===== src/rtl/pwm_pkg.sv =====
`timescale 1ns/1ps
package pwm_pkg;

    typedef enum logic [1:0] {
        CM_UP   = 2'b00,
        CM_DOWN = 2'b01,
        CM_UPDN = 2'b10,
        CM_RSVD = 2'b11
    } cnt_mode_e;

    typedef enum logic [1:0] {
        ACT_KEEP  = 2'b00,
        ACT_LOW   = 2'b01,
        ACT_HIGH  = 2'b10,
        ACT_KEEP2 = 2'b11
    } act_e;

    typedef struct packed {
        logic zero;
        logic cmp_up;
        logic cmp_dn;
        logic prd;
    } evt_t;

endpackage


===== src/rtl/pwm_prescaler.sv =====
`timescale 1ns/1ps
module pwm_prescaler #(
    parameter int PSC_W = 12
) (
    input  logic             clk,
    input  logic             rst_n,
    input  logic             run,
    input  logic [PSC_W-1:0] div,
    output logic             tick
);
    typedef struct packed {
        logic [PSC_W-1:0] acc;
    } psc_st_t;

    psc_st_t st_d, st_q;
    logic    tick_c;

    always_comb begin
        st_d   = st_q;
        tick_c = run && (st_q.acc >= div);
        if (!run) begin
            st_d.acc = '0;
        end else if (tick_c) begin
            st_d.acc = '0;
        end else begin
            st_d.acc = st_q.acc + 1'b1;
        end
    end

    always_ff @(posedge clk or negedge rst_n) begin
        if (!rst_n) begin
            st_q <= '0;
        end else begin
            st_q <= st_d;
        end
    end

    assign tick = tick_c;

endmodule


===== src/rtl/pwm_counter.sv =====
`timescale 1ns/1ps
module pwm_counter
    import pwm_pkg::*;
#(
    parameter int CNT_W = 16
) (
    input  logic             clk,
    input  logic             rst_n,
    input  logic             tick,
    input  cnt_mode_e        mode,
    input  logic [CNT_W-1:0] period_i,
    input  logic [CNT_W-1:0] compare_i,
    output evt_t             hit,
    output evt_t             stb,
    output logic [CNT_W-1:0] cnt_o,
    output logic [CNT_W-1:0] prd_sh_o
);
    typedef struct packed {
        logic [CNT_W-1:0] cnt;
        logic             up;
        logic [CNT_W-1:0] prd_sh;
        logic [CNT_W-1:0] cmp_sh;
        evt_t             stb;
    } ctr_st_t;

    ctr_st_t          st_d, st_q;
    logic [CNT_W-1:0] nxt;
    logic [CNT_W-1:0] eff_prd;
    logic [CNT_W-1:0] eff_cmp;
    logic             boundary;
    logic             step_up;
    logic             dir_n;
    evt_t             hit_c;

    // Next count, direction and cycle-start detection
    always_comb begin
        nxt      = st_q.cnt;
        boundary = 1'b0;
        step_up  = 1'b1;
        dir_n    = st_q.up;
        unique case (mode)
            CM_DOWN: begin
                step_up = 1'b0;
                dir_n   = 1'b0;
                if (st_q.cnt == '0) begin
                    nxt      = period_i;
                    boundary = 1'b1;
                end else begin
                    nxt = st_q.cnt - 1'b1;
                end
            end
            CM_UPDN: begin
                if (st_q.prd_sh == '0) begin
                    nxt      = '0;
                    boundary = 1'b1;
                    dir_n    = 1'b1;
                end else if (st_q.up) begin
                    if (st_q.cnt >= st_q.prd_sh) begin
                        nxt     = st_q.cnt - 1'b1;
                        dir_n   = 1'b0;
                        step_up = 1'b0;
                    end else begin
                        nxt = st_q.cnt + 1'b1;
                    end
                end else begin
                    if (st_q.cnt == '0) begin
                        nxt   = st_q.cnt + 1'b1;
                        dir_n = 1'b1;
                    end else begin
                        nxt      = st_q.cnt - 1'b1;
                        step_up  = 1'b0;
                        boundary = (st_q.cnt == {{(CNT_W-1){1'b0}}, 1'b1});
                    end
                end
            end
            default: begin
                dir_n = 1'b1;
                if (st_q.cnt >= st_q.prd_sh) begin
                    nxt      = '0;
                    boundary = 1'b1;
                end else begin
                    nxt = st_q.cnt + 1'b1;
                end
            end
        endcase
    end

    // Values in force for this step and event detection
    always_comb begin
        eff_prd       = boundary ? period_i  : st_q.prd_sh;
        eff_cmp       = boundary ? compare_i : st_q.cmp_sh;
        hit_c         = '0;
        if (tick) begin
            hit_c.zero   = (nxt == '0);
            hit_c.prd    = (nxt == eff_prd);
            hit_c.cmp_up = step_up  && (nxt == eff_cmp);
            hit_c.cmp_dn = !step_up && (nxt == eff_cmp);
        end
    end

    always_comb begin
        st_d     = st_q;
        st_d.stb = hit_c;
        if (tick) begin
            st_d.cnt = nxt;
            st_d.up  = dir_n;
            if (boundary) begin
                st_d.prd_sh = period_i;
                st_d.cmp_sh = compare_i;
            end
        end
    end

    always_ff @(posedge clk or negedge rst_n) begin
        if (!rst_n) begin
            st_q <= '{cnt: '0, up: 1'b1, prd_sh: '0, cmp_sh: '0, stb: '0};
        end else begin
            st_q <= st_d;
        end
    end

    assign hit      = hit_c;
    assign stb      = st_q.stb;
    assign cnt_o    = st_q.cnt;
    assign prd_sh_o = st_q.prd_sh;

endmodule


===== src/rtl/pwm_action.sv =====
`timescale 1ns/1ps
module pwm_action
    import pwm_pkg::*;
(
    input  logic       clk,
    input  logic       rst_n,
    input  evt_t       hit,
    input  logic [1:0] act_zero,
    input  logic [1:0] act_cmp_up,
    input  logic [1:0] act_cmp_dn,
    input  logic [1:0] act_prd,
    output logic       level
);
    typedef struct packed {
        logic lvl;
    } act_st_t;

    act_st_t st_d, st_q;

    function automatic logic apply_act(input logic cur, input logic [1:0] code);
        logic res;
        unique case (act_e'(code))
            ACT_LOW:  res = 1'b0;
            ACT_HIGH: res = 1'b1;
            default:  res = cur;
        endcase
        return res;
    endfunction

    // Lowest rank applied first so higher ranks overwrite; hold leaves the value
    always_comb begin
        st_d = st_q;
        if (hit.zero)   st_d.lvl = apply_act(st_d.lvl, act_zero);
        if (hit.cmp_up) st_d.lvl = apply_act(st_d.lvl, act_cmp_up);
        if (hit.cmp_dn) st_d.lvl = apply_act(st_d.lvl, act_cmp_dn);
        if (hit.prd)    st_d.lvl = apply_act(st_d.lvl, act_prd);
    end

    always_ff @(posedge clk or negedge rst_n) begin
        if (!rst_n) begin
            st_q <= '0;
        end else begin
            st_q <= st_d;
        end
    end

    assign level = st_q.lvl;

endmodule


===== src/rtl/pwm_channel.sv =====
`timescale 1ns/1ps
module pwm_channel
    import pwm_pkg::*;
#(
    parameter int CNT_W = 16,
    parameter int PSC_W = 12
) (
    input  logic             clk,
    input  logic             rst_n,
    input  logic             cnt_en,
    input  logic             out_en,
    input  logic [CNT_W-1:0] period_i,
    input  logic [CNT_W-1:0] compare_i,
    input  logic [PSC_W-1:0] prescale_i,
    input  logic [1:0]       mode_i,
    input  logic [1:0]       act_zero_i,
    input  logic [1:0]       act_cmp_up_i,
    input  logic [1:0]       act_cmp_dn_i,
    input  logic [1:0]       act_period_i,
    output logic             pwm_o,
    output logic             zero_stb_o,
    output logic             cmp_stb_o,
    output logic             period_stb_o
);
    logic             tick;
    evt_t             hit_w;
    evt_t             stb_w;
    logic [CNT_W-1:0] cnt_w;
    logic [CNT_W-1:0] prd_sh_w;
    logic             level_w;

    pwm_prescaler #(.PSC_W(PSC_W)) u_psc (
        .clk   (clk),
        .rst_n (rst_n),
        .run   (cnt_en),
        .div   (prescale_i),
        .tick  (tick)
    );

    pwm_counter #(.CNT_W(CNT_W)) u_ctr (
        .clk       (clk),
        .rst_n     (rst_n),
        .tick      (tick),
        .mode      (cnt_mode_e'(mode_i)),
        .period_i  (period_i),
        .compare_i (compare_i),
        .hit       (hit_w),
        .stb       (stb_w),
        .cnt_o     (cnt_w),
        .prd_sh_o  (prd_sh_w)
    );

    pwm_action u_act (
        .clk        (clk),
        .rst_n      (rst_n),
        .hit        (hit_w),
        .act_zero   (act_zero_i),
        .act_cmp_up (act_cmp_up_i),
        .act_cmp_dn (act_cmp_dn_i),
        .act_prd    (act_period_i),
        .level      (level_w)
    );

    assign pwm_o        = out_en & level_w;
    assign zero_stb_o   = stb_w.zero;
    assign cmp_stb_o    = stb_w.cmp_up | stb_w.cmp_dn;
    assign period_stb_o = stb_w.prd;

endmodule


===== config.mk =====
export PLATFORM = sky130hd
export DESIGN_NAME = pwm_channel
export DESIGN_NICKNAME = d
export VERILOG_FILES = /design/src/rtl/pwm_pkg.sv /design/src/rtl/pwm_prescaler.sv /design/src/rtl/pwm_counter.sv /design/src/rtl/pwm_action.sv /design/src/rtl/pwm_channel.sv
export SDC_FILE = /design/constraint.sdc
export NUM_CORES = 1
export LEC_CHECK = 0
export ABC_AREA = 0
export BUFFER_PORTS_ARGS = -buffer_cell sky130_fd_sc_hd__buf_2
export CORE_MARGIN = 1.5
export CORE_UTILIZATION = 40
export CTS_CLUSTER_SIZE = 12
export DETAILED_ROUTE_END_ITERATION = 12
export GPL_ROUTABILITY_DRIVEN = 0
export MAX_ROUTING_LAYER = met4
export SETUP_SLACK_MARGIN = 0.05
export SYNTH_ARGS = -nofsm -noshare
export SYNTH_HDL_FRONTEND = slang
export SYNTH_SLANG_ARGS = --single-unit

===== constraint.sdc =====
create_clock -name clk -period 4.42 [get_ports clk]
set_clock_uncertainty 0.05 [all_clocks]
set_input_delay 0.221 -clock clk [delete_from_list [all_inputs] [get_ports clk]]
set_output_delay 0.221 -clock clk [all_outputs]
set_load 0.01 [all_outputs]

==> results of run 1 <==
==> power by group <==
part	total, mW	switching [mW]	internal (mW)
Combinational	0.868	0.517	0.352
Clock	0.720	0.270	0.449
Sequential	0.675	0.0368	0.638
Total	2.26	0.824	1.44
==> sequential cells by signal, indices dropped and copies added (netlist names) <==
register and cells:
u_ctr.cnt_o 16, u_ctr.stb 4, u_ctr.st_q 17, u_psc.st_q 12, u_act.level 1, u_ctr.prd_sh_o 16
==> layer usage <==
metal | track usage, % | part of all wire (%)
met1 | 34.14 | 42
met2 | 39.79 | 44
met3 | 7.334 | 10
met4 | 11.28 | 4.1
met5 | - | 0
==> layout make-up <==
| type | instances | area (um2) |
|---|---|---|
| multi-input combinational | 517 | 3842 |
| tap | 180 | 225.2 |
| fill | 1332 | 7181 |
| timing repair buffer | 107 | 656.9 |
| antenna | 1 | 2.502 |
| clock inverter | 5 | 53.80 |
| inverter | 49 | 183.9 |
| clock buffer | 11 | 242.7 |
| sequential | 66 | 1654 |
==> Yosys cell counts (7+ instances only) <==
master,n
sky130_fd_sc_hd__mux2i_1,15
sky130_fd_sc_hd__nor4_1,16
sky130_fd_sc_hd__xor2_1,22
sky130_fd_sc_hd__nand2_1,37
sky130_fd_sc_hd__o21ai_0,38
sky130_fd_sc_hd__clkbuf_1,22
sky130_fd_sc_hd__ha_1,38
sky130_fd_sc_hd__and3_1,8
sky130_fd_sc_hd__nand3_1,19
sky130_fd_sc_hd__nor3_1,10
sky130_fd_sc_hd__nand4_1,13
sky130_fd_sc_hd__xnor2_1,41
sky130_fd_sc_hd__inv_1,47
sky130_fd_sc_hd__nor2_1,49
sky130_fd_sc_hd__nand2b_1,8
sky130_fd_sc_hd__or4_1,9
sky130_fd_sc_hd__buf_2,7
sky130_fd_sc_hd__dfrtp_1,65
sky130_fd_sc_hd__mux2_2,40
sky130_fd_sc_hd__a21oi_1,43
==> what timing repair did <==
item,CTS,global route
hold endpoints to repair,24,0
setup endpoints to repair,0,3
gates resized for setup,0,11
setup buffers,0,1
hold buffers,1,0
==> through the flow <==
stage | power [mW] | setup WS (ns) | hold WS, ns | utilization, %
final | 2.263 | 0.1988 | 0.07427 | 48.86
after global placement | 1.498 | 0.2107 | 0.2498 | 46.30
after floorplan | 1.206 | 0.3880 | -0.1246 | -
after detailed placement | 1.504 | 0.2037 | 0.2470 | 46.30
after global routing | 2.363 | 0.05998 | 0.07545 | 48.85
after CTS | 2.228 | 0.1767 | 0.06778 | 48.48
==> layout by cell type, fill, tap and decap left out, drive strengths merged, types with 3 or more instances in the layout <==
cell,Yosys,final
a211oi,8,8
a21o,5,5
a21oi,43,43
a311oi,3,3
a31oi,6,6
and3,8,8
and4,3,3
buf,17,106
clkbuf,22,11
clkinv,2,6
dfrtp,65,65
ha,38,38
inv,47,47
mux2,40,40
mux2i,15,15
nand2,37,37
nand2b,8,8
nand3,19,19
nand4,13,13
nor2,49,49
nor2b,5,5
nor3,10,10
nor3b,5,5
nor4,18,18
o2111ai,4,4
o211ai,5,5
o21ai,39,39
o22ai,6,6
o2bb2ai,4,4
o31ai,3,3
o32ai,3,3
or2,4,4
or3,5,5
or4,11,12
xnor2,41,41
xor2,22,22
==> worst register-to-register path, delay by kind of cell, from the launching register on <==
| family | cells | cell delay [ns] |
|---|---|---|
| AOI/OAI and AO/OA | 4 | 1.05 |
| xor gates and xnor gates | 1 | 0.18 |
| buffers and inverters | 1 | 0.30 |
| DFF | 1 | 0.47 |
| and+or+nand+nor | 6 | 2.03 |
==> worst paths after layout <==
check	from	to	slack, ns	cells past startpoint
max in group asynchronous	rst_n	u_ctr.cnt_o[4]$_DFFE_PN0P_	2.89	3
worst min register to register	u_ctr.st_q[11]$_DFFE_PN0P_	u_ctr.st_q[11]$_DFFE_PN0P_	0.45	1
min in group asynchronous	rst_n	u_psc.st_q[7]$_DFF_PN0_	0.40	2
worst max register to register	u_ctr.cnt_o[11]$_DFFE_PN0P_	u_act.level$_DFF_PN0_	0.20	12
worst min-delay path	compare_i[7]	u_ctr.st_q[11]$_DFFE_PN0P_	0.07	2
worst max-delay path	u_ctr.cnt_o[11]$_DFFE_PN0P_	u_act.level$_DFF_PN0_	0.20	12
==> cell families (layout without fill, tap and decap cells) <==
kind of cell / count (synthesis) / in the layout / synth area share, %
buffers and inverters: 88 / 172 / 6.547
AND/OR/NAND/NOR: 206 / 207 / 19.28
other: 0 / 1 / 0
AO/OA/AOI/OAI: 154 / 154 / 17.70
XOR/XNOR: 63 / 63 / 9.498
adder cells (fa/ha/maj): 38 / 38 / 8.184
flip-flops: 66 / 66 / 28.45
multiplexers: 55 / 55 / 10.34
==> impl_results.md, run 1 <==
* Count of different cell masters after synthesis at 73
* Core Footprint at 0.01404 mm2
* Type of the tightest min-delay check: in -> reg
* Detailed-route wire length per cell at 20.21 um
* Detailed-route vias per instance at 6.094
* Number of instances in the placed design at 916
* Number of violations of the max-capacitance limit at 0
* Die Footprint at 0.01525 mm2
* Peak clock frequency supported by timing at 236.9 MHz
* Die outline height at 123.5 um
* Leak at 3.124 nW
* Total Nets Final at 846
* Buffers on Ports at 61
* Required arrival time at the worst endpoint at 4.59 ns
* Number of global-route vias before repair at 5598
* Site Rows at 43
* Startpoint kind of the worst setup timing path: flop
* Register bit count reported by yosys at 66
* Number of optimization iterations in the first detailed-route pass at 6
* Number of max-slew violations in the final report at 0
* All-layer global routing usage at 26.71%
* Data arrival time of the critical path at 4.39 ns
* CTS Buffer Depth at 2
* Slew of the pin with the lowest slew margin at 1.066 ns
* Maximum number of pins on one net before global-route repair at 43
* Total cell area at the placement stage at 0.006501 mm2
* TritonCTS clock tree: done
* Post-detailed-placement half-perimeter wirelength at 14480 um
* Post-layout minimum cycle time at 4.221 ns
* Antenna-violating nets left at 0
* Clock Latency Late Sink at 0.35 ns
* Violation count after the first detailed-route iteration at 700
* Worst rel slew slack at 28.68%
* Post-synth top flop: sky130_fd_sc_hd__dfrtp_1
* Unrepaired setup endpoints after global routing: false
* Number of sinks on the clock net at 66
* Endpoints failing hold at 0
* Post-synth ARST share at 100.0%
* Critical path cell sequence: or4_1, nor4_2, a221oi_1, a31oi_4, buf_4, nor2_1, a21oi_1, xnor2_1, nand4_1, nor4b_2, and3b_1, a21oi_1
* Fraction of final layout cells with drive strength greater than 1 at 24.50%
* Area Overhead vs Synth at 18.11%
* Power per cell area at 329.8 mW/mm2
* Number of buffers and inverters on the critical path at 1
* Clock Pin Slew Worst Setup and Hold Paths at 0.06 ns
* Crit-path max cell delay at 0.76 ns
* Ranking of synthesized cells by area: sky130_fd_sc_hd__dfrtp_1, sky130_fd_sc_hd__ha_1, sky130_fd_sc_hd__mux2_2
* Total wirelength of the detailed-routed design at 18920 um
* Count of pins on the block boundary at 62
* Endpoint kind of the worst setup timing path: flop
* Category of the critical setup timing path: reg -> reg
* Share of the yosys chip area belonging to registers at 28.45%
* Cell count after synthesis at 670
* Worst-path fanout max at 16
* Root Driver: sky130_fd_sc_hd__clkbuf_16
* Worst path slowest cell: sky130_fd_sc_hd__or4_1
* Fraction of synthesized cell area taken by the top area cell type at 28.00%
* Num CTS Buffers at 9
* Status: complete, no violations
* CP top delay family: simple AND/OR/NAND/NOR gates
* Global-route wire length before repair at 29830 um
* EDFF count, synth at 0
* Chip Width at 123.5 um
* Final-layout setup total negative slack at 0 ns
* Warnings from Yosys at 0
* Initial core utilization at 41.37%
* Post-detailed-route DRC marker count at 0
* Via Count at 5704
* Final design instance area without fill at 0.006862 mm2
* Final count of negative-setup-slack endpoints at 0
* Max H-tree Level at 3
* Initial antenna violation count at 0
* Cell area after synthesis at 0.005809 mm2
* Average cell area after synthesis at 8.671 um2
* Crit share post-route at 95.50%
* Cell mode on critical path: sky130_fd_sc_hd__a21oi_1
* Number of non-filler instances in the completed layout at 936
* Synth area leader: sky130_fd_sc_hd__dfrtp_1
* Worst IR drop on VDD at 0.0002256 V
* Global-route congestion overflow total at 0
* Nets in the synthesized netlist at 766
(Power assumes the default switching activity.)
==> run 2: changes to the inputs <==
- CTS_BUF_LIST: unset -> sky130_fd_sc_hd__clkbuf_4 sky130_fd_sc_hd__clkbuf_8
==> run 2 against run 1 <==
Critical path depth is 1 higher; flip-flop and latch count unchanged; sequential share of layout area rose by 0.36 points; largest power group unchanged; critical path type unchanged; critical endpoint unchanged; worst hold slack got worse by 0.034 ns; clock power down 27%.
==> impl_results.md, run 2 (same netlist as run 1, synthesis figures left out) <==
* CTS Buffer Depth at 2 (unchanged)
* Commonest cells after routing, fill and taps aside: sky130_fd_sc_hd__dfrtp_1, sky130_fd_sc_hd__buf_2, sky130_fd_sc_hd__nor2_1, sky130_fd_sc_hd__inv_1, sky130_fd_sc_hd__buf_4
* Max H-tree Level at 3 (unchanged)
* Peak clock frequency supported by timing at 237.8 MHz (+0.40%)
* Antenna Cells at 0 (-1)
* Detailed-route vias per instance at 6.033 (-1.0%)
* Register bank with the most flops: u_ctr.st_q
* All-layer global routing usage at 26.63% (-0.085 points)
* Initial core utilization at 41.37% (unchanged)
* Startpoint kind of the worst setup timing path: flop
* Site Rows at 43 (unchanged)
* Slew of the pin with the lowest slew margin at 1.030 ns (-0.03606 ns)
* Endpoint kind of the worst setup timing path: flop
* Filler Cells Inserted at 1345 (+0.98%)
* Die outline height at 123.5 um (unchanged)
* Post-layout minimum cycle time at 4.204 ns (-0.01680 ns)
* Number of sinks on the clock net at 66 (unchanged)
* Maximum number of pins on one net before global-route repair at 43 (unchanged)
* TritonCTS clock tree: done
* Number of optimization iterations in the first detailed-route pass at 8 (+2)
* Endpoints failing hold at 0 (unchanged)
* Internal power component at 1.269 mW (-12%)
* Detailed-route wire length per cell at 20.19 um (-0.10%)
* Global-route congestion overflow total at 0 (unchanged)
* Total wirelength of the detailed-routed design at 18880 um (-0.21%)
* Number of violations of the max-capacitance limit at 0 (unchanged)
* Sequential power share at 32.6% (+2.8 points)
* Via Count at 5641 (-1.1%)
* Number of flip-flops under the largest register name at 17 (unchanged)
* Power per cell area at 305.8 mW/mm2 (-7.3%)
* Worst IR drop on VDD at 0.0002055 V (-8.9%)
* Antenna-violating nets left at 0 (unchanged)
* Final count of negative-setup-slack endpoints at 0 (unchanged)
* Worst-case setup margin in the final layout at 0.2156 ns (+0.01680 ns)
* Buffers on Ports at 61 (unchanged)
* Type of the tightest min-delay check: in -> reg
* Unrepaired setup endpoints after global routing: false
* Violation count after the first detailed-route iteration at 664 (-5.1%)
* Number of global-route vias before repair at 5593 (-0.089%)
* Global-route wire length before repair at 29820 um (about the same)
* Chip Width at 123.5 um (unchanged)
* Crit share post-route at 95.12% (-0.38 points)
* Fraction of final layout cells with drive strength greater than 1 at 24.64% (+0.13 points)
* Post-place setup slack at 0.2037 ns (unchanged)
* Post-detailed-placement half-perimeter wirelength at 14480 um (unchanged)
* Number of max-slew violations in the final report at 0 (unchanged)
* Initial antenna violation count at 0 (unchanged)
* Most common cell after layout, fill and taps aside: sky130_fd_sc_hd__dfrtp_1
* Switching Fraction at 38.65% (+2.3 points)
* Status: complete, no violations
* Core Footprint at 0.01404 mm2 (unchanged)
* Required arrival time at the worst endpoint at 4.62 ns (+0.03 ns)
* Root Driver: sky130_fd_sc_hd__clkbuf_8
* Category of the critical setup timing path: reg -> reg
* Clock Pin Slew Worst Setup and Hold Paths at 0.08 ns (+0.02 ns)
* Overall power after layout at 2.068 mW (-8.6%)
* Post-detailed-route DRC marker count at 0 (unchanged)
* Area Overhead vs Synth at 16.39%
* Worst-path fanout max at 16 (unchanged)
* Count of pins on the block boundary at 62 (unchanged)
* Num CTS Buffers at 9 (unchanged)
* Fraction of power consumed by the clock network at 25.4% (-6.4 points)
* Die Footprint at 0.01525 mm2 (unchanged)
* Clock Latency Late Sink at 0.38 ns (+0.03 ns)
* Final-layout setup total negative slack at 0 ns (unchanged)
* Leak at 3.081 nW (-1.4%)
* Total Nets Final at 846 (unchanged)
* Power dissipated by switching net loads at 0.7994 mW (-2.9%)
* Data arrival time of the critical path at 4.41 ns (+0.02 ns)
* Worst rel slew slack at 31.09% (+2.4 points)
* Part of the power in combinational logic at 42.0% (+3.6 points)
==> run 2: area by class of cell <==
class	count	area, um2	share of cell area, %
clock buffer	11	145.1	2.147
clock inverter	5	53.80	0.7957
inverter	49	183.9	2.720
multi-input combinational	517	3842	56.83
sequential	66	1654	24.46
tap	180	225.2	3.331
timing repair buffer	107	656.9	9.715
==> run 2: what timing repair did <==
| item | 4_1_cts | 5_1_grt |
|---|---|---|
| hold buffers | 1 | 0 |
| setup buffers | 0 | 1 |
| endpoints found under the hold margin | 24 | 0 |
| resized for setup | 0 | 11 |
| endpoints found under the setup margin | 0 | 3 |
==> run 2: power by group through the flow <==
stage / clock [mW] / combinational, mW / sequential, mW
finish: 0.526 / 0.868 / 0.673
global route: 0.560 / 0.929 / 0.676
CTS: 0.538 / 0.826 / 0.672
detailed placement: 0 / 0.821 / 0.683
global placement: 0 / 0.817 / 0.682
floorplan: 0 / 0.540 / 0.666
==> run 2: routing by layer <==
layer / GRT usage, % / up-vias / wire length [um]
met5: - / - / 0
met4: 11.71 / 0 / 790
met3: 7.334 / 71 / 1994
met2: 39.90 / 323 / 8274
met1: 33.64 / 2645 / 7820
li1: - / 2602 / -
==> run 2: path summary, 6_finish.rpt <==
check	startpoint	end	slack, ns	cells after the start
min in group asynchronous	rst_n	u_psc.st_q[7]$_DFF_PN0_	0.36	2
worst max register to register	u_ctr.cnt_o[12]$_DFFE_PN0P_	u_act.level$_DFF_PN0_	0.22	13
worst min register to register	u_ctr.st_q[11]$_DFFE_PN0P_	u_ctr.st_q[11]$_DFFE_PN0P_	0.46	1
worst max-delay path	u_ctr.cnt_o[12]$_DFFE_PN0P_	u_act.level$_DFF_PN0_	0.22	13
max in group asynchronous	rst_n	u_ctr.cnt_o[4]$_DFFE_PN0P_	2.92	3
worst min-delay path	compare_i[7]	u_ctr.st_q[11]$_DFFE_PN0P_	0.04	2
==> run 2: metrics by stage <==
step / hold WS, ns / util [%] / cells / area [um2]
floorplan: -0.1246 / - / 670 / 5809
global placement: 0.2498 / 46.30 / 916 / 6501
detailed placement: 0.2470 / 46.30 / 916 / 6501
CTS: 0.02570 / 47.79 / 933 / 6710
global route: 0.04637 / 48.15 / 935 / 6761
finish: 0.03977 / 48.15 / 935 / 6761
==> run 2: worst max-delay path, cell delays in order (launching register included) <==
cell                       delay (ns)
sky130_fd_sc_hd__dfrtp_1         0.39
sky130_fd_sc_hd__buf_4           0.18
sky130_fd_sc_hd__or4_1           0.69
sky130_fd_sc_hd__nor4_2          0.37
sky130_fd_sc_hd__a221oi_1        0.27
sky130_fd_sc_hd__a31oi_4         0.33
sky130_fd_sc_hd__buf_4           0.30
sky130_fd_sc_hd__mux2i_1         0.25
sky130_fd_sc_hd__xnor2_1         0.15
sky130_fd_sc_hd__nor2_1          0.21
sky130_fd_sc_hd__nand4_1         0.23
sky130_fd_sc_hd__nor4b_2         0.41
sky130_fd_sc_hd__and3b_1         0.21
sky130_fd_sc_hd__a21oi_1         0.04
